### src/rtl/sltx_pkg.sv
package sltx_pkg;
   typedef enum logic [1:0] {
      K_DATA   = 2'd0,
      K_CTRL   = 2'd1,
      K_RESTART= 2'd2,
      K_STATUS = 2'd3
   } xact_kind_t;

   typedef enum logic [1:0] {
      ST_IDLE   = 2'd0,
      ST_LAUNCH = 2'd1,
      ST_SETTLE = 2'd2
   } seq_state_t;
endpackage

### src/rtl/sltx_bus_inv.sv
module sltx_bus_inv #(
   parameter int HALF_W = 9
) (
   input  logic [HALF_W-1:0] half_in,
   output logic [HALF_W:0]   code_out
);
   localparam int CNT_W  = $clog2(HALF_W + 1);
   localparam int THRESH = HALF_W / 2;

   logic [CNT_W-1:0] ones;
   logic             flip;

   always_comb begin
      ones = '0;
      for (int i = 0; i < HALF_W; i++)
         ones = ones + CNT_W'(half_in[i]);
   end

   assign flip     = (ones > CNT_W'(THRESH));
   assign code_out = {flip, flip ? ~half_in : half_in};
endmodule

### src/rtl/sltx_encoder.sv
module sltx_encoder #(
   parameter int HALF_W = 9
) (
   input  logic [2*HALF_W-1:0]   word_in,
   output logic [2*HALF_W+1:0]   code_out
);
   localparam int CODE_W = HALF_W + 1;

   for (genvar h = 0; h < 2; h++) begin : g_half
      sltx_bus_inv #(.HALF_W(HALF_W)) i_inv (
         .half_in (word_in[h*HALF_W +: HALF_W]),
         .code_out(code_out[h*CODE_W +: CODE_W])
      );
   end
endmodule

### src/rtl/sltx_lane_coder.sv
module sltx_lane_coder #(
   parameter int LANES   = 5,
   parameter bit NRZI_EN = 1'b1
) (
   input  logic             clk,
   input  logic             rst_n,
   input  logic             load,
   input  logic             clear,
   input  logic [LANES-1:0] beat,
   output logic [LANES-1:0] lanes
);
   logic [LANES-1:0] lvl_q;

   if (NRZI_EN) begin : g_nrzi
      always_ff @(posedge clk or negedge rst_n) begin
         if (!rst_n)     lvl_q <= '0;
         else if (clear) lvl_q <= '0;
         else if (load)  lvl_q <= lvl_q ^ beat;
      end
   end else begin : g_nrz
      always_ff @(posedge clk or negedge rst_n) begin
         if (!rst_n)     lvl_q <= '0;
         else if (clear) lvl_q <= '0;
         else if (load)  lvl_q <= beat;
      end
   end

   assign lanes = lvl_q;

   // wires only move on a launch or a clear
   a_r9_hold_without_load: assert property (@(posedge clk) disable iff (!rst_n)
      (!load && !clear) |=> $stable(lanes));

   // a clear always leaves the wires at zero
   a_r8_clear_zero: assert property (@(posedge clk) disable iff (!rst_n)
      clear |=> (lanes == '0));
endmodule

### src/rtl/sltx_strobe_seq.sv
module sltx_strobe_seq
   import sltx_pkg::*;
#(
   parameter int SETUP_CYC = 2
) (
   input  logic       clk,
   input  logic       rst_n,
   input  logic       start,
   input  xact_kind_t start_kind,
   output logic       idle,
   output logic       launch,
   output logic [1:0] step,
   output xact_kind_t cur_kind,
   output logic       stb_a,
   output logic       stb_b
);
   localparam int WCW = (SETUP_CYC > 1) ? $clog2(SETUP_CYC) : 1;
   localparam logic [WCW-1:0] WLAST = WCW'(SETUP_CYC - 1);

   seq_state_t     st_q;
   logic [WCW-1:0] wcnt_q;
   logic [1:0]     step_q;
   xact_kind_t     kind_q;
   logic           a_q, b_q;
   logic           edge_now, toggle_a, last_step;

   always_comb begin
      unique case (kind_q)
         K_DATA:    toggle_a = ~step_q[0];
         K_CTRL:    toggle_a =  step_q[0];
         K_RESTART: toggle_a = 1'b1;
         default:   toggle_a = 1'b0;
      endcase
   end

   assign last_step = (kind_q == K_RESTART || kind_q == K_STATUS) ?
                      (step_q == 2'd1) : (step_q == 2'd3);
   assign edge_now  = (st_q == ST_SETTLE) && (wcnt_q == WLAST);

   always_ff @(posedge clk or negedge rst_n) begin
      if (!rst_n) begin
         st_q   <= ST_IDLE;
         wcnt_q <= '0;
         step_q <= '0;
         kind_q <= K_DATA;
         a_q    <= 1'b0;
         b_q    <= 1'b0;
      end else begin
         unique case (st_q)
            ST_IDLE: if (start) begin
               st_q   <= ST_LAUNCH;
               kind_q <= start_kind;
               step_q <= '0;
            end
            ST_LAUNCH: begin
               st_q   <= ST_SETTLE;
               wcnt_q <= '0;
            end
            default: begin
               if (edge_now) begin
                  if (toggle_a) a_q <= ~a_q;
                  else          b_q <= ~b_q;
                  step_q <= step_q + 2'd1;
                  st_q   <= last_step ? ST_IDLE : ST_LAUNCH;
               end else begin
                  wcnt_q <= wcnt_q + WCW'(1);
               end
            end
         endcase
      end
   end

   assign idle     = (st_q == ST_IDLE);
   assign launch   = (st_q == ST_LAUNCH);
   assign step     = step_q;
   assign cur_kind = kind_q;
   assign stb_a    = a_q;
   assign stb_b    = b_q;

   // one strobe at a time
   a_r10_single_strobe: assert property (@(posedge clk) disable iff (!rst_n)
      !(!$stable(stb_a) && !$stable(stb_b)));

   // idle means both strobes low
   a_r1_idle_low: assert property (@(posedge clk) disable iff (!rst_n)
      idle |-> (!stb_a && !stb_b));

   // a strobe edge is always preceded by a launch cycle
   a_r5_launch_first: assert property (@(posedge clk) disable iff (!rst_n)
      launch |=> !idle && $stable(stb_a) && $stable(stb_b));
endmodule

### src/rtl/strobe_link_tx.sv
module strobe_link_tx
   import sltx_pkg::*;
#(
   parameter int HALF_W    = 9,
   parameter int SETUP_CYC = 2,
   parameter bit NRZI_EN   = 1'b1
) (
   input  logic                clk,
   input  logic                rst_n,
   input  logic                tx_valid,
   input  logic [2*HALF_W-1:0] tx_word,
   input  logic                tx_is_ctrl,
   input  logic                seq_reset_req,
   input  logic                seq_status_req,
   output logic                tx_ready,
   output logic [(HALF_W+1)/2-1:0] line_d,
   output logic                line_sa,
   output logic                line_sb
);
   localparam int CODE_W = HALF_W + 1;
   localparam int LANES  = CODE_W / 2;
   localparam int BEATS  = (2 * CODE_W) / LANES;
   localparam int HALF_MAX_ONES = HALF_W / 2;

   if (HALF_W < 3 || (HALF_W % 2) == 0) begin : g_bad_half
      $error("strobe_link_tx: HALF_W must be odd and at least 3");
   end
   if (BEATS != 4) begin : g_bad_beats
      $error("strobe_link_tx: four beats per word are required");
   end
   if (SETUP_CYC < 1) begin : g_bad_setup
      $error("strobe_link_tx: SETUP_CYC must be at least 1");
   end

   logic [2*CODE_W-1:0] enc_w, code_q;
   logic [LANES-1:0]    beat;
   logic                idle, launch, accept;
   logic [1:0]          step;
   xact_kind_t          pick_kind, cur_kind;
   logic                lane_load, lane_clear;

   sltx_encoder #(.HALF_W(HALF_W)) i_enc (
      .word_in (tx_word),
      .code_out(enc_w)
   );

   always_comb begin
      if (seq_reset_req)       pick_kind = K_RESTART;
      else if (seq_status_req) pick_kind = K_STATUS;
      else if (tx_is_ctrl)     pick_kind = K_CTRL;
      else                     pick_kind = K_DATA;
   end

   assign accept = idle && (seq_reset_req || seq_status_req || tx_valid);

   always_ff @(posedge clk or negedge rst_n) begin
      if (!rst_n)
         code_q <= '0;
      else if (accept && !seq_reset_req && !seq_status_req)
         code_q <= enc_w;
   end

   sltx_strobe_seq #(.SETUP_CYC(SETUP_CYC)) i_seq (
      .clk       (clk),
      .rst_n     (rst_n),
      .start     (accept),
      .start_kind(pick_kind),
      .idle      (idle),
      .launch    (launch),
      .step      (step),
      .cur_kind  (cur_kind),
      .stb_a     (line_sa),
      .stb_b     (line_sb)
   );

   assign beat       = code_q[step*LANES +: LANES];
   assign lane_load  = launch && (cur_kind == K_DATA || cur_kind == K_CTRL);
   assign lane_clear = launch && (cur_kind == K_RESTART);

   sltx_lane_coder #(.LANES(LANES), .NRZI_EN(NRZI_EN)) i_lanes (
      .clk  (clk),
      .rst_n(rst_n),
      .load (lane_load),
      .clear(lane_clear),
      .beat (beat),
      .lanes(line_d)
   );

   assign tx_ready = idle;

   // data wires are quiet in the cycle a strobe moves
   a_r5_lanes_stable: assert property (@(posedge clk) disable iff (!rst_n)
      (!$stable(line_sa) || !$stable(line_sb)) |-> $stable(line_d));

   // each held code half carries at most half its width in ones
   a_r2_half0_light: assert property (@(posedge clk) disable iff (!rst_n)
      $countones(code_q[HALF_W-1:0]) <= HALF_MAX_ONES);
   a_r2_half1_light: assert property (@(posedge clk) disable iff (!rst_n)
      $countones(code_q[CODE_W +: HALF_W]) <= HALF_MAX_ONES);

   // restart edges see zeroed wires
   a_r8_restart_zero: assert property (@(posedge clk) disable iff (!rst_n)
      (cur_kind == K_RESTART && !$stable(line_sa)) |-> (line_d == '0));

   // ready drops after acceptance
   a_r1_ready_drop: assert property (@(posedge clk) disable iff (!rst_n)
      accept |=> !tx_ready);
endmodule

### config.mk
export PLATFORM = sky130hd
export DESIGN_NAME = strobe_link_tx
export DESIGN_NICKNAME = d
export VERILOG_FILES = /design/src/rtl/sltx_pkg.sv /design/src/rtl/sltx_bus_inv.sv /design/src/rtl/sltx_encoder.sv /design/src/rtl/sltx_lane_coder.sv /design/src/rtl/sltx_strobe_seq.sv /design/src/rtl/strobe_link_tx.sv
export SDC_FILE = /design/constraint.sdc
export NUM_CORES = 1
export LEC_CHECK = 0
export ABC_AREA = 1
export BUFFER_PORTS_ARGS = -buffer_cell sky130_fd_sc_hd__buf_2
export CAP_MARGIN = 20
export CORE_UTILIZATION = 52
export CTS_CLUSTER_DIAMETER = 120
export DETAILED_ROUTE_END_ITERATION = 16
export HOLD_SLACK_MARGIN = 0.1
export PLACE_DENSITY_LB_ADDON = 0.2
export SLEW_MARGIN = 30
export SYNTH_ARGS = -nofsm -noshare
export SYNTH_HDL_FRONTEND = slang
export SYNTH_SLANG_ARGS = --single-unit
### constraint.sdc
create_clock -name clk -period 1.25 [get_ports clk]
set_clock_uncertainty 0.2 [all_clocks]
set_input_delay 0.125 -clock clk [delete_from_list [all_inputs] [get_ports clk]]
set_output_delay 0.125 -clock clk [all_outputs]
set_load 0.01 [all_outputs]
Yosys cells after proc, flatten, opt, wreduce, memory -nomap -nowiden
Cells that the tools add are included.
{ "classes": {"order_cmp": 2, "mul": 1, "n_eq_ne": 9, "bitwise": 10, "add_sub_neg": 18, "n_shift": 1, "n_mux": 18, "reduce_logical": 24} }
{ "op_table": {"columns": ["cell", "n"], "rows": [
  ["$add A4 B1 Y4", 10],
  ["$shiftx A20 B6 Y5", 1],
  ["$mux W9", 2],
  ["$not A9 Y9", 2],
  ["$mux W2", 6],
  ["$mux W5", 2],
  ["$reduce_and A3 Y1", 3],
  ["$add A3 B1 Y4", 2],
  ["$eq A2 B2 Y1 const B", 4],
  ["$gt A4 B3 Y1 const B", 2],
  ["$pmux W2 S2", 2],
  ["$not A1 Y1", 7],
  ["$add A2 B1 Y3", 2],
  ["$eq A2 B1 Y1 const B", 3],
  ["$logic_and A1 B1 Y1", 6],
  ["$reduce_and A2 Y1", 3],
  ["$mul A2 B3 Y5 const B", 1],
  ["$xor A5 B5 Y5", 1],
  ["$add A1 B1 Y2", 2],
  ["$logic_not A2 Y1", 2],
  ["$logic_or A1 B1 Y1", 4],
  ["$mux W1", 4],
  ["$reduce_bool A2 Y1", 2],
  ["$pmux W1 S3", 1],
  ["8 further kinds", 9]
]} }
{ "word_totals": {"elab_cells": 91, "register_bits": 34, "in_bits": 24, "output_inout_bits": 8} }

Depth between registers and ports, before layout
{ "logic_depth": {"depth_word": 10, "mapped_depth": 13, "mapped_depth_nobuf": 13} }

Modules after synthesis
From an unflattened synthesis, not the netlist that was laid out.
{ "unflattened": {"hier_cells": 376, "hier_area_um2": 2683.8} }
{ "modules_own_cells": {"columns": ["module", "n_inst", "area_each_um2", "cells_each", "seq_area_each_um2"], "rows": [
  ["strobe_link_tx", 1, 1112.3, 150, 500.5],
  ["sltx_bus_inv", 2, 444.2, 71, 0.0],
  ["sltx_strobe_seq", 1, 440.4, 57, 225.2],
  ["sltx_lane_coder", 1, 242.7, 27, 125.1]
]} }

Worst setup path after synthesis
No wires, ideal clock.
{ "synth_timing": {"path_kind": "input -> register", "start": "in tx_word[9]", "end": "reg code_q[19]", "path_stages": 12, "slack_ns": -2.244, "path_buffers": 0, "required_time_ns": 0.924, "t_arrival_ns": 3.168, "path_cell_list": "inv_1 > fa_1 > fa_1 > fa_1 > inv_1 > fa_1 > fa_1 > or2_2 > nand3_2 > nand2_2 > nand2_1 > o21ai_0"} }
{ "synth_between": {"elab_chain_len": 9} }
{ "synth_lines": {"columns": ["item", "line", "text"], "rows": [
  ["start: declaration", "strobe_link_tx.sv:11", "input logic [2*HALF_W-1:0] tx_word,"],
  ["$add A1 B1 Y2", "sltx_bus_inv.sv:16", "ones = ones + CNT_W'(half_in[i]);"],
  ["$add A2 B1 Y3", "sltx_bus_inv.sv:16", null],
  ["$add A3 B1 Y4", "sltx_bus_inv.sv:16", null],
  ["$add A4 B1 Y4 (5 in a row)", "sltx_bus_inv.sv:16", null],
  ["$gt A4 B3 Y1", "sltx_bus_inv.sv:19", "assign flip = (ones > CNT_W'(THRESH));"],
  ["end signal: assignment", "strobe_link_tx.sv:60", "code_q <= enc_w;"],
  ["end: declaration", "strobe_link_tx.sv:35", "logic [2*CODE_W-1:0] enc_w, code_q;"]
]} }
Every way passes these cells.
A chain may end at the register's enable or synchronous reset.

Worst setup path in the final report
{ "layout_timing": {"start": "in tx_word[9]", "end": "reg code_q[18]"} }
{ "layout_between": {"elab_chain_len": 10} }
{ "layout_lines": {"columns": ["item", "line", "text"], "rows": [
  ["$add A1 B1 Y2", "sltx_bus_inv.sv:16", null],
  ["$add A2 B1 Y3", "sltx_bus_inv.sv:16", null],
  ["$add A3 B1 Y4", "sltx_bus_inv.sv:16", null],
  ["$add A4 B1 Y4 (5 in a row)", "sltx_bus_inv.sv:16", null],
  ["$gt A4 B3 Y1", "sltx_bus_inv.sv:19", null],
  ["$mux W9", "sltx_bus_inv.sv:20", "assign code_out = {flip, flip ? ~half_in : half_in};"]
]} }
Every way passes these cells.

==> impl_metrics.sql <==
INSERT INTO impl_metrics (metric_group, metric, value, unit) VALUES
('place', 'place.gp.congestion', '0.8036', ''),
('cells_and_area', 'area.sequential', '854.6', 'um^2'),
('cells_and_area', 'leading_cell_types_in_the_layout_fill_and_taps_excluded', '76 x nand2_1, 42 x inv_1, 40 x buf_4', ''),
('power_and_ir_drop', 'ir_drop', '1.202', 'mV'),
('cts', 'cts_buffers', '5', ''),
('cts', 'tritoncts', 'done', ''),
('yosys', 'synth_fp_nets', '347', ''),
('timing', 'rsz0062_at_grt', 'true', ''),
('cells_and_area', 'final-instance-count-excl-fill', '478', ''),
('cells_and_area', 'layout_commonest_cell', 'nand2_1', ''),
('cts', 'clock_insertion_delay_at_the_later_pin_of_the_skew_report', '0.28', 'ns'),
('timing', 'finalWorstSetupSlack', '-2.149', 'ns'),
('yosys', 'synth-seq-cells', '34', ''),
('timing', 'fmaxAchievable', '294.2', 'MHz'),
('drt', 'dr_total_vias', '2657', ''),
('place', 'dp_worst_setup_slack', '-2.423', 'ns'),
('timing', 'period_minus_slack', '3.399', 'ns'),
('yosys', 'syn-instance-count', '309', ''),
('floorplanning', 'width_of_the_chip', '70.17', 'um'),
('global_route', 'grt.busiest_layer', 'met2', ''),
('cells_and_area', 'number_of_antenna_cells_inserted', '0', ''),
('floorplanning', 'floorplan.initialDensity', '54.73', '%'),
('cts', 'cts_buffer_depth', '2', ''),
('global_route', 'groute.usage.overall', '27.97', '%'),
('place', 'dp_cells', '432', ''),
('timing', 'fin_tns_setup', '-43.18', 'ns'),
('drt', 'ant_nets', '0', ''),
('floorplanning', 'num_io_pins', '32', ''),
('place', 'port_buffers', '31', ''),
('yosys', 'postSynth.asyncResetShare', '100.0', '%'),
('power_and_ir_drop', 'power_density', '1983', 'nW/um^2'),
('drt', 'via_per_inst', '5.559', ''),
('run_status', 'failed_checks', 'setup timing', ''),
('yosys', 'yosysSeqAreaShare', '35.21', '%'),
('timing', 'timing.slew.headroom', '85.91', '%'),
('global_route', 'wire_length_of_the_first_global_routing_pass', '11030', 'um'),
('cells_and_area', 'layout.core_utilization', '87.81', '%'),
('cts', 'root_buffer_cell', 'clkbuf_8', ''),
('drt', 'drc_errors', '0', ''),
('timing', 'finalCritPeriodShare', '271.9', '%'),
('cells_and_area', 'area.growth.synth_to_final', '60.44', '%'),
('cts', 'cts_max_level', '2', ''),
('run_status', 'run_status', 'finished, violations left', ''),
('critical_path', 'critical_path_required', '1.27', 'ns'),
('place', 'place.detailed.hpwl', '3832', 'um'),
('timing', 'hold_viol_final', '0', ''),
('floorplanning', 'design.die.area', '4923', 'um^2'),
('cells_and_area', 'drive_above_1_share', '48.59', '%'),
('timing', 'timing.final.max_slew_violations', '0', ''),
('drt', 'detail_route.wirelength', '7929', 'um'),
('worst_hold_path', 'hold_path_class', 'in -> reg', ''),
('timing', 'report.final.setup_viol', '33', ''),
('global_route', 'grt_util_met2', '49.04', '%'),
('critical_path', 'critical_path.startpoint_type', 'primary input', ''),
('global_route', 'met3_usage', '3.608', '%'),
('cells_and_area', 'net_total_in_the_final_layout', '465', ''),
('global_route', 'remaining_global_route_overflow', '0', ''),
('critical_path', 'timing.critical_path.to_type', 'flip-flop', ''),
('power_and_ir_drop', 'totalPowerFinal', '7687', 'uW'),
('global_route', 'pin_count_of_the_biggest_net_entering_global_routing', '35', ''),
('run', 'drv_cap', '0', ''),
('critical_path', 'worstSetupPathType', 'in -> reg', ''),
('floorplanning', 'die-height', '70.17', 'um'),
('yosys', 'synth_top_area_share', '35.21', '%'),
('floorplanning', 'rows', '24', ''),
('global_route', 'antenna_found_initial', '0', ''),
('yosys', 'post_synth_edffs', '0', ''),
('critical_path', 'worst_ep_arrival_time', '3.42', 'ns'),
('cts', 'cts.sinks', '34', ''),
('drt', 'wire_per_inst', '16.59', 'um'),
('yosys', 'synth.area.top_cells', 'dfrtp_1 35%, nand2_1 16%, fa_1 8.3%', '');
[through the flow]
step | area [um^2] | hold slack (ns)
2_1_floorplan | 2535 | -0.3706
3_3_place_gp | 3063 | -0.1024
3_5_place_dp | 3063 | -0.1031
4_1_cts | 3662 | -0.08538
5_1_grt | 3876 | 0.08304
6_report | 3876 | 0.05104
[layer usage]
metal | up-vias | routed length [um]
met5 | - | 0
met4 | 0 | 327
met3 | 37 | 372
met2 | 131 | 4259
met1 | 1283 | 2969
li1 | 1206 | -
[timing repair]
action                                  CTS  global route
gates resized for setup                  57            40
pin swaps                                34            27
cloned                                    7             0
endpoints found under the hold margin    53             1
buffers inserted                          7             7
endpoints found under the setup margin   33            35
hold buffers                             21             1
[worst max-delay path, cell delays in order]
cell and delay [ns]:
buf_8 0.09, inv_8 0.03, fa_1 0.54, fa_1 0.42
fa_1 0.49, inv_1 0.05, fa_2 0.37, fa_1 0.50
or2_4 0.27, nand3_4 0.18, nand2_4 0.12, nand2_2 0.09
nand3_2 0.07, nand2_1 0.07
[final timing paths]
| check | to | slack, ns | depth (start not counted) | from |
|---|---|---|---|---|
| min in group asynchronous | i_lanes.lanes[1] | 0.12 | 3 | rst_n |
| max in group asynchronous | i_seq.cur_kind[0] | 0.54 | 3 | rst_n |
| max | code_q[18] | -2.15 | 14 | tx_word[9] |
| min reg2reg | i_seq.stb_b | 0.27 | 1 | i_seq.stb_b |
| min | code_q[8] | 0.05 | 5 | tx_word[8] |
| max reg2reg | code_q[14] | -0.29 | 7 | i_seq.st_q[1] |
[cells in the mapped netlist (3+ instances only)]
cell,count
nor2_1,8
ha_1,4
buf_2,3
a21oi_1,3
nand3_1,37
o21ai_0,6
dfrtp_1,34
inv_1,50
nand3_2,20
nand2_1,106
a21oi_2,3
or2_2,4
nand2_2,3
fa_1,10
[sequential cells by signal, summed over array words and instances, names as in the netlist]
register,cells
i_seq.step,2
i_seq.stb_b,1
code_q,20
i_seq.stb_a,1
i_seq.st_q,2
i_seq.wcnt_q,1
i_lanes.lanes,5
i_seq.cur_kind,2
[power breakdown]
part	leakage, uW	switching (uW)	total, uW	internal, uW
Clock	0.0000431	381	805	425
Combinational	0.00154	2780	4820	2050
Sequential	0.000414	442	2060	1620
Total	0.00200	3600	7690	4090
[final cells by class]
type / instances / area share (%)
clock buffers: 6 / 2.130
inverters: 53 / 6.230
repair inverters: 2 / 0.5810
flip-flops and latches: 34 / 22.05
well taps: 52 / 1.679
repair buffers: 111 / 24.40
multi-input cells: 220 / 42.93
[cell families after synthesis]
logic type	after synthesis	share of synthesized area, %
AND/OR/NAND/NOR	184	38.32
adder cells (fa/ha/maj)	14	10.36
flip-flops	34	35.22
AO/OA/AOI/OAI	16	4.247
XOR/XNOR	2	0.7251
buffers and inverters	59	11.13
Note: power is estimated with default switching activity, not from simulation.
